## config.mk

```make
export PLATFORM = sky130hd
export DESIGN_NAME = recip_gate_counter
export DESIGN_NICKNAME = d
export VERILOG_FILES = /design/src/rtl/recip_pkg.sv /design/src/rtl/recip_edge_sync.sv /design/src/rtl/recip_tick_ctr.sv /design/src/rtl/recip_gate_fsm.sv /design/src/rtl/recip_gate_counter.sv
export SDC_FILE = /design/constraint.sdc
export NUM_CORES = 1
export LEC_CHECK = 0
export ABC_CLOCK_PERIOD_IN_PS = 6700
export BUFFER_PORTS_ARGS = -buffer_cell sky130_fd_sc_hd__buf_2
export CORE_MARGIN = 5
export CORE_UTILIZATION = 60
export DETAILED_ROUTE_END_ITERATION = 10
export PLACE_DENSITY = 0.88
export RECOVER_POWER = 50
export SYNTH_ARGS = -nofsm -noshare
export SYNTH_HDL_FRONTEND = slang
export SYNTH_HIERARCHICAL = 1
export SYNTH_SLANG_ARGS = --single-unit
export TNS_END_PERCENT = 100
```

## constraint.sdc

```tcl
create_clock -name clk -period 6.7 [get_ports clk]
set_clock_uncertainty 0.2 [all_clocks]
set_input_delay 0.335 -clock clk [delete_from_list [all_inputs] [get_ports clk]]
set_output_delay 0.335 -clock clk [all_outputs]
set_load 0.03 [all_outputs]
```

## src/rtl/recip_pkg.sv

```systemverilog
package recip_pkg;
    typedef enum logic {
        GATE_ARM,
        GATE_RUN
    } gate_state_e;
endpackage

```

## src/rtl/recip_edge_sync.sv

```systemverilog
module recip_edge_sync #(
    parameter int STAGES = 2
) (
    input  logic clk,
    input  logic rst,
    input  logic raw_in,
    output logic rise_pulse
);
    localparam int TOP = STAGES;

    logic [TOP:0] pipe_q;

    always_ff @(posedge clk) begin
        if (rst) begin
            pipe_q <= '0;
        end else begin
            pipe_q <= {pipe_q[TOP-1:0], raw_in};
        end
    end

    assign rise_pulse = pipe_q[TOP-1] & ~pipe_q[TOP];
endmodule

```

## src/rtl/recip_tick_ctr.sv

```systemverilog
module recip_tick_ctr #(
    parameter int TICK_W = 20
) (
    input  logic              clk,
    input  logic              rst,
    input  logic              restart,
    input  logic              run,
    output logic [TICK_W-1:0] ticks,
    output logic              sat
);
    localparam logic [TICK_W-1:0] TICK_MAX = '1;

    always_ff @(posedge clk) begin
        if (rst) begin
            ticks <= '0;
            sat   <= 1'b0;
        end else if (restart) begin
            ticks <= {{(TICK_W-1){1'b0}}, 1'b1};
            sat   <= 1'b0;
        end else if (run) begin
            if (ticks == TICK_MAX) begin
                sat <= 1'b1;
            end else begin
                ticks <= ticks + 1'b1;
            end
        end
    end
endmodule

```

## src/rtl/recip_gate_fsm.sv

```systemverilog
module recip_gate_fsm
    import recip_pkg::*;
#(
    parameter int TICK_W     = 20,
    parameter int CYC_W      = 8,
    parameter int DEF_CYCLES = 4
) (
    input  logic              clk,
    input  logic              rst,
    input  logic              rise,
    input  logic              cfg_we,
    input  logic [CYC_W-1:0]  cfg_cycles,
    input  logic [TICK_W-1:0] ticks,
    input  logic              sat,
    output logic              restart,
    output logic              run,
    output logic              cap_valid,
    output logic [TICK_W-1:0] cap_ticks,
    output logic [CYC_W-1:0]  cap_cycles,
    output logic              cap_ovf
);
    localparam logic [CYC_W-1:0] DEF_N = CYC_W'(DEF_CYCLES);
    localparam logic [CYC_W-1:0] ONE_N = {{(CYC_W-1){1'b0}}, 1'b1};

    gate_state_e state_q, state_d;
    logic [CYC_W-1:0] pend_q, active_q, edge_cnt_q;
    logic [CYC_W-1:0] next_n;
    logic close_gate, start_gate;

    assign next_n     = (pend_q == '0) ? ONE_N : pend_q;
    assign start_gate = (state_q == GATE_ARM) && rise;
    assign close_gate = (state_q == GATE_RUN) && rise && (edge_cnt_q == active_q - ONE_N);
    assign restart    = start_gate || close_gate;
    assign run        = (state_q == GATE_RUN);

    always_comb begin
        state_d = state_q;
        unique case (state_q)
            GATE_ARM: if (rise) state_d = GATE_RUN;
            GATE_RUN: state_d = GATE_RUN;
        endcase
    end

    always_ff @(posedge clk) begin
        if (rst) state_q <= GATE_ARM;
        else     state_q <= state_d;
    end

    always_ff @(posedge clk) begin
        if (rst) begin
            pend_q     <= DEF_N;
            active_q   <= (DEF_N == '0) ? ONE_N : DEF_N;
            edge_cnt_q <= '0;
            cap_valid  <= 1'b0;
            cap_ticks  <= '0;
            cap_cycles <= '0;
            cap_ovf    <= 1'b0;
        end else begin
            cap_valid <= 1'b0;
            if (cfg_we) pend_q <= cfg_cycles;
            if (restart) begin
                edge_cnt_q <= '0;
                active_q   <= next_n;
            end else if (run && rise) begin
                edge_cnt_q <= edge_cnt_q + 1'b1;
            end
            if (close_gate) begin
                cap_valid  <= 1'b1;
                cap_ticks  <= ticks;
                cap_cycles <= active_q;
                cap_ovf    <= sat;
            end
        end
    end
endmodule

```

## src/rtl/recip_gate_counter.sv

```systemverilog
module recip_gate_counter #(
    parameter int TICK_W      = 20,
    parameter int CYC_W       = 8,
    parameter int DEF_CYCLES  = 4,
    parameter int SYNC_STAGES = 2
) (
    input  logic              clk,
    input  logic              rst,
    input  logic              sig_in,
    input  logic              cfg_we,
    input  logic [CYC_W-1:0]  cfg_cycles,
    output logic              cap_valid,
    output logic [TICK_W-1:0] cap_ticks,
    output logic [CYC_W-1:0]  cap_cycles,
    output logic              cap_ovf
);
    logic              rise;
    logic              restart;
    logic              run;
    logic [TICK_W-1:0] ticks;
    logic              sat;

    recip_edge_sync #(.STAGES(SYNC_STAGES)) sync_i (
        .clk(clk), .rst(rst), .raw_in(sig_in), .rise_pulse(rise)
    );

    recip_tick_ctr #(.TICK_W(TICK_W)) tick_i (
        .clk(clk), .rst(rst), .restart(restart), .run(run),
        .ticks(ticks), .sat(sat)
    );

    recip_gate_fsm #(.TICK_W(TICK_W), .CYC_W(CYC_W), .DEF_CYCLES(DEF_CYCLES)) fsm_i (
        .clk(clk), .rst(rst), .rise(rise), .cfg_we(cfg_we), .cfg_cycles(cfg_cycles),
        .ticks(ticks), .sat(sat), .restart(restart), .run(run),
        .cap_valid(cap_valid), .cap_ticks(cap_ticks), .cap_cycles(cap_cycles),
        .cap_ovf(cap_ovf)
    );
endmodule

```

==> results.json, run 1 <==
{
  "status": "finished, violations left",
  "failed_checks": "capacitance limit, slew limit",
  "vdd.ir_drop.worst_v": 0.0001851,
  "dpl-instance-area_um2": 3732,
  "fin_tns_setup_ps": 0,
  "synth_compound_area_share_pct": 17.17,
  "crit_fanout": 40,
  "grt_pass1_vias": 2985,
  "drtIter0Drc": 154,
  "p_leak_nw": 1.327,
  "tritoncts": "yes",
  "syn_area_um2": 3550,
  "synth-edff-count": 0,
  "gr-total-overflow": 0,
  "antenna_cells": 0,
  "dr_wl_met3_um": 496,
  "cap_viol_max_count": 2,
  "fin_crit_sh_pct": 65.24,
  "muxShareOfSynthArea_pct": 2.855,
  "numCtsBuffers": 9,
  "rsz0062_at_grt": "no",
  "slew-limit-headroom_pct": -55.80,
  "die-width_um": 86.92,
  "dr_total_vias": 3187,
  "min_path_type": "primary input to register",
  "clk_pin_slew_worst_paths_ps": 80,
  "end_kind": "register",
  "highest_layer": "met4",
  "synth_top_family_by_area": "simple AND/OR/NAND/NOR gates",
  "cts-root-buf": "clkbuf_8",
  "hold_viol": 0,
  "finalSetupViolations": 0,
  "syn_area_per_cell_um2": 8.255,
  "fmax_ghz": 0.2288,
  "cts_num_sinks": 79,
  "antenna_found_initial": 0,
  "crit_arrival_ps": 4420,
  "cp.required_ps": 6740,
  "core-area_um2": 5851,
  "insertion_delay_ps": 350,
  "fp.dieH_um": 86.92,
  "num_rows": 28,
  "cts_htree_levels": 3,
  "ys_warn_count": 6,
  "ys_seq_area_share_pct": 44.55,
  "synthXorXnorAreaFrac_pct": 3.701,
  "gp_congestion": 0.8811,
  "grt.total_usage_pct": 21.67,
  "port-buffer-count": 41,
  "netlist_instances": 430,
  "dr.pass1.iters": 4,
  "viasPerCell": 5.935,
  "fin_crit_ps": 4371,
  "worst_slew_pin_slew_ps": 2337,
  "final_area_um2": 3918,
  "p_per_area_nw_per_um2": 224.3,
  "drc": 0,
  "wl_met1_um": 3364,
  "die-area_um2": 7554,
  "worst_slack_ps": 2329,
  "synth-main-ff-cell": "dfxtp_1",
  "grt_first_pass_wirelength_um": 13110,
  "hpwl_um": 5358,
  "wl_per_cell_um": 14.81,
  "async_reset_ff_share_pct": 0,
  "pre_cts_ws_ps": 3275,
  "wl_um": 7954,
  "hold_ws_ps": 23.63,
  "critPathLaunchType": "register",
  "synthAdderAreaFrac_pct": 1.057,
  "cts_buffer_depth": 2,
  "finalPower_uw": 878.9,
  "syn_nets": 445,
  "initial_core_util_pct": 60.67,
  "ant_nets": 0,
  "num_io_pins": 42,
  "drv_slew": 99,
  "dr_wl_met2_um": 3941,
  "layout-drive-gt1-share_pct": 8.442,
  "path_class": "register to register",
  "synth.distinct_cells": 55,
  "syn_to_final_growth_pct": 10.36,
  "fillers": 495,
  "synth-simple-area-share_pct": 26.33,
  "nets": 472,
  "grt_max_degree": 58,
  "ys_seq_elements": 79,
  "post_cts_buffers": 0
}
## cells in the final DEF, fill, tap and decap left out, types with 8 or more instances in the layout
cell	n
clkbuf_1	32
nor3_1	14
nand3_1	11
nand4_1	10
dfxtp_1	79
nand2_1	82
mux2i_1	9
o21ai_0	16
nor2_1	32
a21oi_1	51
buf_2	10
xor2_1	8
clkbuf_8	11
## state kept, by name (all words and copies together) (netlist names)
name / flops
fsm_i/cap_ovf: 1
fsm_i/run: 1
fsm_i/pend_q: 8
tick_i/ticks: 20
fsm_i/active_q: 8
fsm_i/cap_ticks: 20
fsm_i/cap_valid: 1
fsm_i/edge_cnt_q: 8
sync_i/pipe_q: 3
tick_i/sat: 1
fsm_i/cap_cycles: 8
## worst max-delay path: stages, from the launching register on
cell      delay [ps]
dfxtp_1          490
inv_1             80
ha_1             320
o21ba_2          240
a221oi_1         300
a41oi_1          150
a211oi_4         210
clkbuf_1        1160
nor2_1           180
inv_1            220
nor2_1           180
nand2_1          210
a31oi_1           60
a41o_1           240
## cells by family (layout without fill, tap and decap cells)
logic type,count (synthesis),count (layout)
and+or+nand+nor,189,189
AOI/OAI and AO/OA,100,100
DFF,79,79
buffers and inverters,34,66
xor gates and xnor gates,15,15
muxes,10,10
adders and majority gates,3,3
## where the power goes
group          switching [mW]  total (mW)  internal [mW]
Sequential            0.00681       0.482          0.475
Combinational          0.0215      0.0360         0.0145
Clock                   0.170       0.361          0.192
Total                   0.198       0.879          0.681
## synthesized netlist by cell type (2+ instances only)
cell type / instances / share of area [%]
a41oi_1: 3 / 0.74
a2111o_1: 3 / 0.95
a31oi_1: 5 / 0.88
o21ai_0: 16 / 2.3
xnor2_1: 7 / 1.7
nor3_1: 14 / 2.0
o31ai_1: 3 / 0.63
nor2_1: 32 / 3.4
nor2b_1: 7 / 1.2
and4_1: 4 / 0.99
buf_2: 11 / 1.6
a21oi_1: 51 / 7.2
or3_1: 3 / 0.53
ha_1: 3 / 1.1
or4_1: 4 / 0.85
a211o_1: 2 / 0.49
nand4_1: 10 / 1.8
mux2i_1: 9 / 2.5
a211oi_1: 3 / 0.63
nand3_1: 11 / 1.6
nand2b_1: 2 / 0.35
nand2_1: 82 / 8.7
xor2_1: 8 / 2.0
and3_1: 4 / 0.70
dfxtp_1: 79 / 45
and2_1: 2 / 0.35
nand4_2: 2 / 0.70
a311oi_1: 2 / 0.49
inv_1: 6 / 0.63
nor3b_1: 3 / 0.63
o21bai_1: 2 / 0.42
clkbuf_1: 14 / 1.5
## area by class of cell
type                            instances  area [um2]  share of cell area [%]
Inverter                                6       22.52                  0.5749
Multi-Input combinational cell        317        1822                   46.50
Timing Repair Buffer                   44       190.2                   4.855
Clock buffer                           11       151.4                   3.865
Clock inverter                          5       56.30                   1.437
Tap cell                               75       93.84                   2.395
Sequential cell                        79        1582                   40.37
## final timing paths
| kind | slack, ps | end | startpoint | cells after the start |
|---|---|---|---|---|
| worst max-delay path | 2330 | tick_i/ticks[18] | fsm_i/active_q[0] | 13 |
| worst min-delay path | 20 | fsm_i/pend_q[7] | cfg_cycles[7] | 3 |
| worst max register to register | 2330 | tick_i/ticks[18] | fsm_i/active_q[0] | 13 |
| worst min register to register | 240 | sync_i/pipe_q[1] | sync_i/pipe_q[0] | 1 |
## stage by stage
stage / cells / utilization (%)
floorplan: 430 / -
global placement: 519 / 63.79
detailed placement: 519 / 63.79
CTS: 537 / 67.69
global route: 537 / 66.96
finish: 537 / 66.96
## what timing repair did
action | 4_1_cts | 5_1_grt
hold buffers | 2 | 0
hold endpoints to repair | 2 | 0
resized for setup | 0 | 0
## metal layers
metal,vias to the layer above,track usage [%]
li1,1581,-
met1,1484,24.88
met2,106,37.82
met3,16,4.825
met4,0,10.48
met5,-,0
Note: power is estimated with default switching activity, not from simulation.
==> inputs of run 2 (changes only) <==
--- a/config.mk
+++ b/config.mk
@@ -5,12 +5,13 @@
 export SDC_FILE = /design/constraint.sdc
 export NUM_CORES = 1
 export LEC_CHECK = 0
-export ABC_CLOCK_PERIOD_IN_PS = 6700
+export ABC_AREA = 1
+export ABC_CLOCK_PERIOD_IN_PS = 4300
 export BUFFER_PORTS_ARGS = -buffer_cell sky130_fd_sc_hd__buf_2
 export CORE_MARGIN = 5
-export CORE_UTILIZATION = 60
+export CORE_UTILIZATION = 58
 export DETAILED_ROUTE_END_ITERATION = 10
-export PLACE_DENSITY = 0.88
+export PLACE_DENSITY = 0.85
 export RECOVER_POWER = 50
 export SYNTH_ARGS = -nofsm -noshare
 export SYNTH_HDL_FRONTEND = slang
==> constraint.sdc (replaced) <==
create_clock -name clk -period 4.3 [get_ports clk]
set_clock_uncertainty 0.2 [all_clocks]
set_input_delay 0.215 -clock clk [delete_from_list [all_inputs] [get_ports clk]]
set_output_delay 0.215 -clock clk [all_outputs]
set_load 0.03 [all_outputs]
==> results.json, run 2 <==
{
  "syn_to_final_growth_pct": 12.01,
  "end_kind": "register",
  "netlist_instances": 527,
  "cp_slowest_cell": "nor2_1",
  "synth-edff-count": 0,
  "grt_first_pass_wirelength_um": 13990,
  "finalPower_mw": 1.313,
  "async_reset_ff_share_pct": 0,
  "synth_top_area_cell": "dfxtp_1",
  "dpl-instance-area_um2": 3934,
  "finalSetupViolations": 0,
  "synthMostInstantiatedCell": "nor2_1",
  "synth.distinct_cells": 31,
  "cts-root-buf": "clkbuf_8",
  "synthTopCellsByArea": "dfxtp_1 (43%), nor2_1 (14%), nand2_1 (10%)",
  "syn_nets": 542,
  "dp_cells": 630,
  "hold_ws_ps": 36.65,
  "final_cell_mix": "nor2_1 (136), nand2_1 (101), dfxtp_1 (79)",
  "pre_cts_ws_ps": 1543,
  "path_class": "register to register",
  "worst_slew_pin_slew_ps": 1111,
  "hpwl_um": 5461,
  "ys_seq_elements": 79,
  "ant_nets": 0,
  "dr.pass1.iters": 5,
  "num_io_pins": 42,
  "status": "completed",
  "wl_per_cell_um": 12.11,
  "synth-main-ff-cell": "dfxtp_1",
  "vdd.ir_drop.worst_v": 0.0002293,
  "drv_slew": 0,
  "hold_viol": 0,
  "fin_crit_sh_pct": 67.22,
  "grt_max_degree": 46,
  "ys_warn_count": 6,
  "drc": 0,
  "rsz0062_at_grt": "no",
  "p_leak_nw": 1.678,
  "layout-drive-gt1-share_pct": 8.117,
  "tritoncts": "yes",
  "fin_crit_ps": 2891,
  "insertion_delay_ps": 350,
  "drtIter0Drc": 202,
  "die-area_um2": 8113,
  "crit_fanout": 14,
  "final_area_um2": 4165,
  "p_per_area_nw_per_um2": 315.3,
  "cts_htree_levels": 3,
  "numCtsBuffers": 9,
  "fin_tns_setup_ps": 0,
  "fmax_ghz": 0.3459,
  "final_core_util_pct": 66.35,
  "syn_area_per_cell_um2": 7.056,
  "cp_common_cell": "nand2_1",
  "antenna_found_initial": 0,
  "crit_buf_inv": 2,
  "cts_buffer_depth": 2,
  "initial_core_util_pct": 59.24,
  "port-buffer-count": 41,
  "die-width_um": 90.07,
  "crit_family": "simple AND/OR/NAND/NOR gates",
  "worst_slack_ps": 1409,
  "wl_um": 7944,
  "final_common_cell": "nor2_1",
  "cap_viol_max_count": 0,
  "slowest_delay_ps": 450,
  "fin_cells": 656,
  "cp.required_ps": 4370,
  "nets": 591,
  "dr_total_vias": 3353,
  "antenna_cells": 0,
  "largestRegisters": "fsm_i/cap_ticks (20), tick_i/ticks (20)",
  "synthTopCellsByCount": "nor2_1 (136), nand2_1 (100), dfxtp_1 (79)",
  "cts_num_sinks": 79,
  "path_cells": "inv_1, ha_1, nand2_1, nor2_1, nand2_1, nand2_1, nand2_1, nand2_1, nor2_2, nand2_1, nand2_1, nor2_1, inv_1, a21oi_1",
  "syn_area_um2": 3719,
  "viasPerCell": 5.111,
  "gr-total-overflow": 0,
  "post_cts_buffers": 0,
  "min_path_type": "primary input to register",
  "grt_pass1_vias": 3144,
  "num_rows": 29,
  "gp_congestion": 0.8845,
  "critPathLaunchType": "register",
  "synth_top_area_share_pct": 42.53,
  "grt.total_usage_pct": 20.15,
  "slew-limit-headroom_pct": 25.85,
  "crit_arrival_ps": 2960,
  "ys_seq_area_share_pct": 42.53,
  "fp.dieH_um": 90.07,
  "core-area_um2": 6277,
  "clk_pin_slew_worst_paths_ps": 80
}
==> run 2: cell types whose count changed in the layout (fill, tap and decap cells not counted), sizes merged, moves of 8 or more <==
cell and change:
nor2 +111, inv +34, o21ai +26, nand2 +25
a21oi -24, nand3 +19, dlygate4sd3 +10, mux2i -9
nand4 -9, nor3 -9, nor2b -8
==> run 2: power breakdown <==
part / switching [mW] / internal, mW / total (mW)
clock: 0.256 / 0.201 / 0.457
sequential: 0.0141 / 0.743 / 0.758
combinational: 0.0594 / 0.0390 / 0.0985
==> run 2: repair_timing <==
item,in CTS,in global routing
hold buffers,12,0
endpoints found under the hold margin,13,0
gates resized for setup,0,0
==> run 2: tightest hold or removal path, cell delays in order <==
cell,delay (ps)
buf_2,150
o21ai_0,100
nor2_1,80
==> run 2: path summary, 6_finish.rpt <==
| path | from | end | slack [ps] | cells past startpoint |
|---|---|---|---|---|
| max | fsm_i/active_q[0] | tick_i/ticks[4] | 1410 | 14 |
| min | cfg_we | fsm_i/pend_q[7] | 40 | 3 |
| max reg2reg | fsm_i/active_q[0] | tick_i/ticks[4] | 1410 | 14 |
| min reg2reg | sync_i/pipe_q[0] | sync_i/pipe_q[1] | 210 | 2 |
==> run 2: area by class of cell <==
cell class | instances | area, um2
inverter | 42 | 158.9
clock buffer | 10 | 127.6
tap | 77 | 96.34
timing repair buffer | 54 | 294.0
clock inverter | 4 | 25.02
fill | 585 | 2112
sequential | 79 | 1582
multi-input combinational | 390 | 1882
==> run 2: kinds of logic after synthesis <==
| group | after synthesis | synth area share [%] |
|---|---|---|
| AND/OR/NAND/NOR | 296 | 34.19 |
| adder cells (fa/ha/maj) | 3 | 1.010 |
| AO/OA/AOI/OAI | 71 | 10.77 |
| buffers and inverters | 58 | 6.796 |
| flip-flops | 79 | 42.53 |
| XOR/XNOR | 20 | 4.711 |
==> run 2: layer usage <==
metal | GRT usage (%) | share of wire, %
met1 | 27.17 | 50
met2 | 31.28 | 43
met3 | 4.925 | 4.9
met4 | 7.320 | 1.6
met5 | 0 | 0
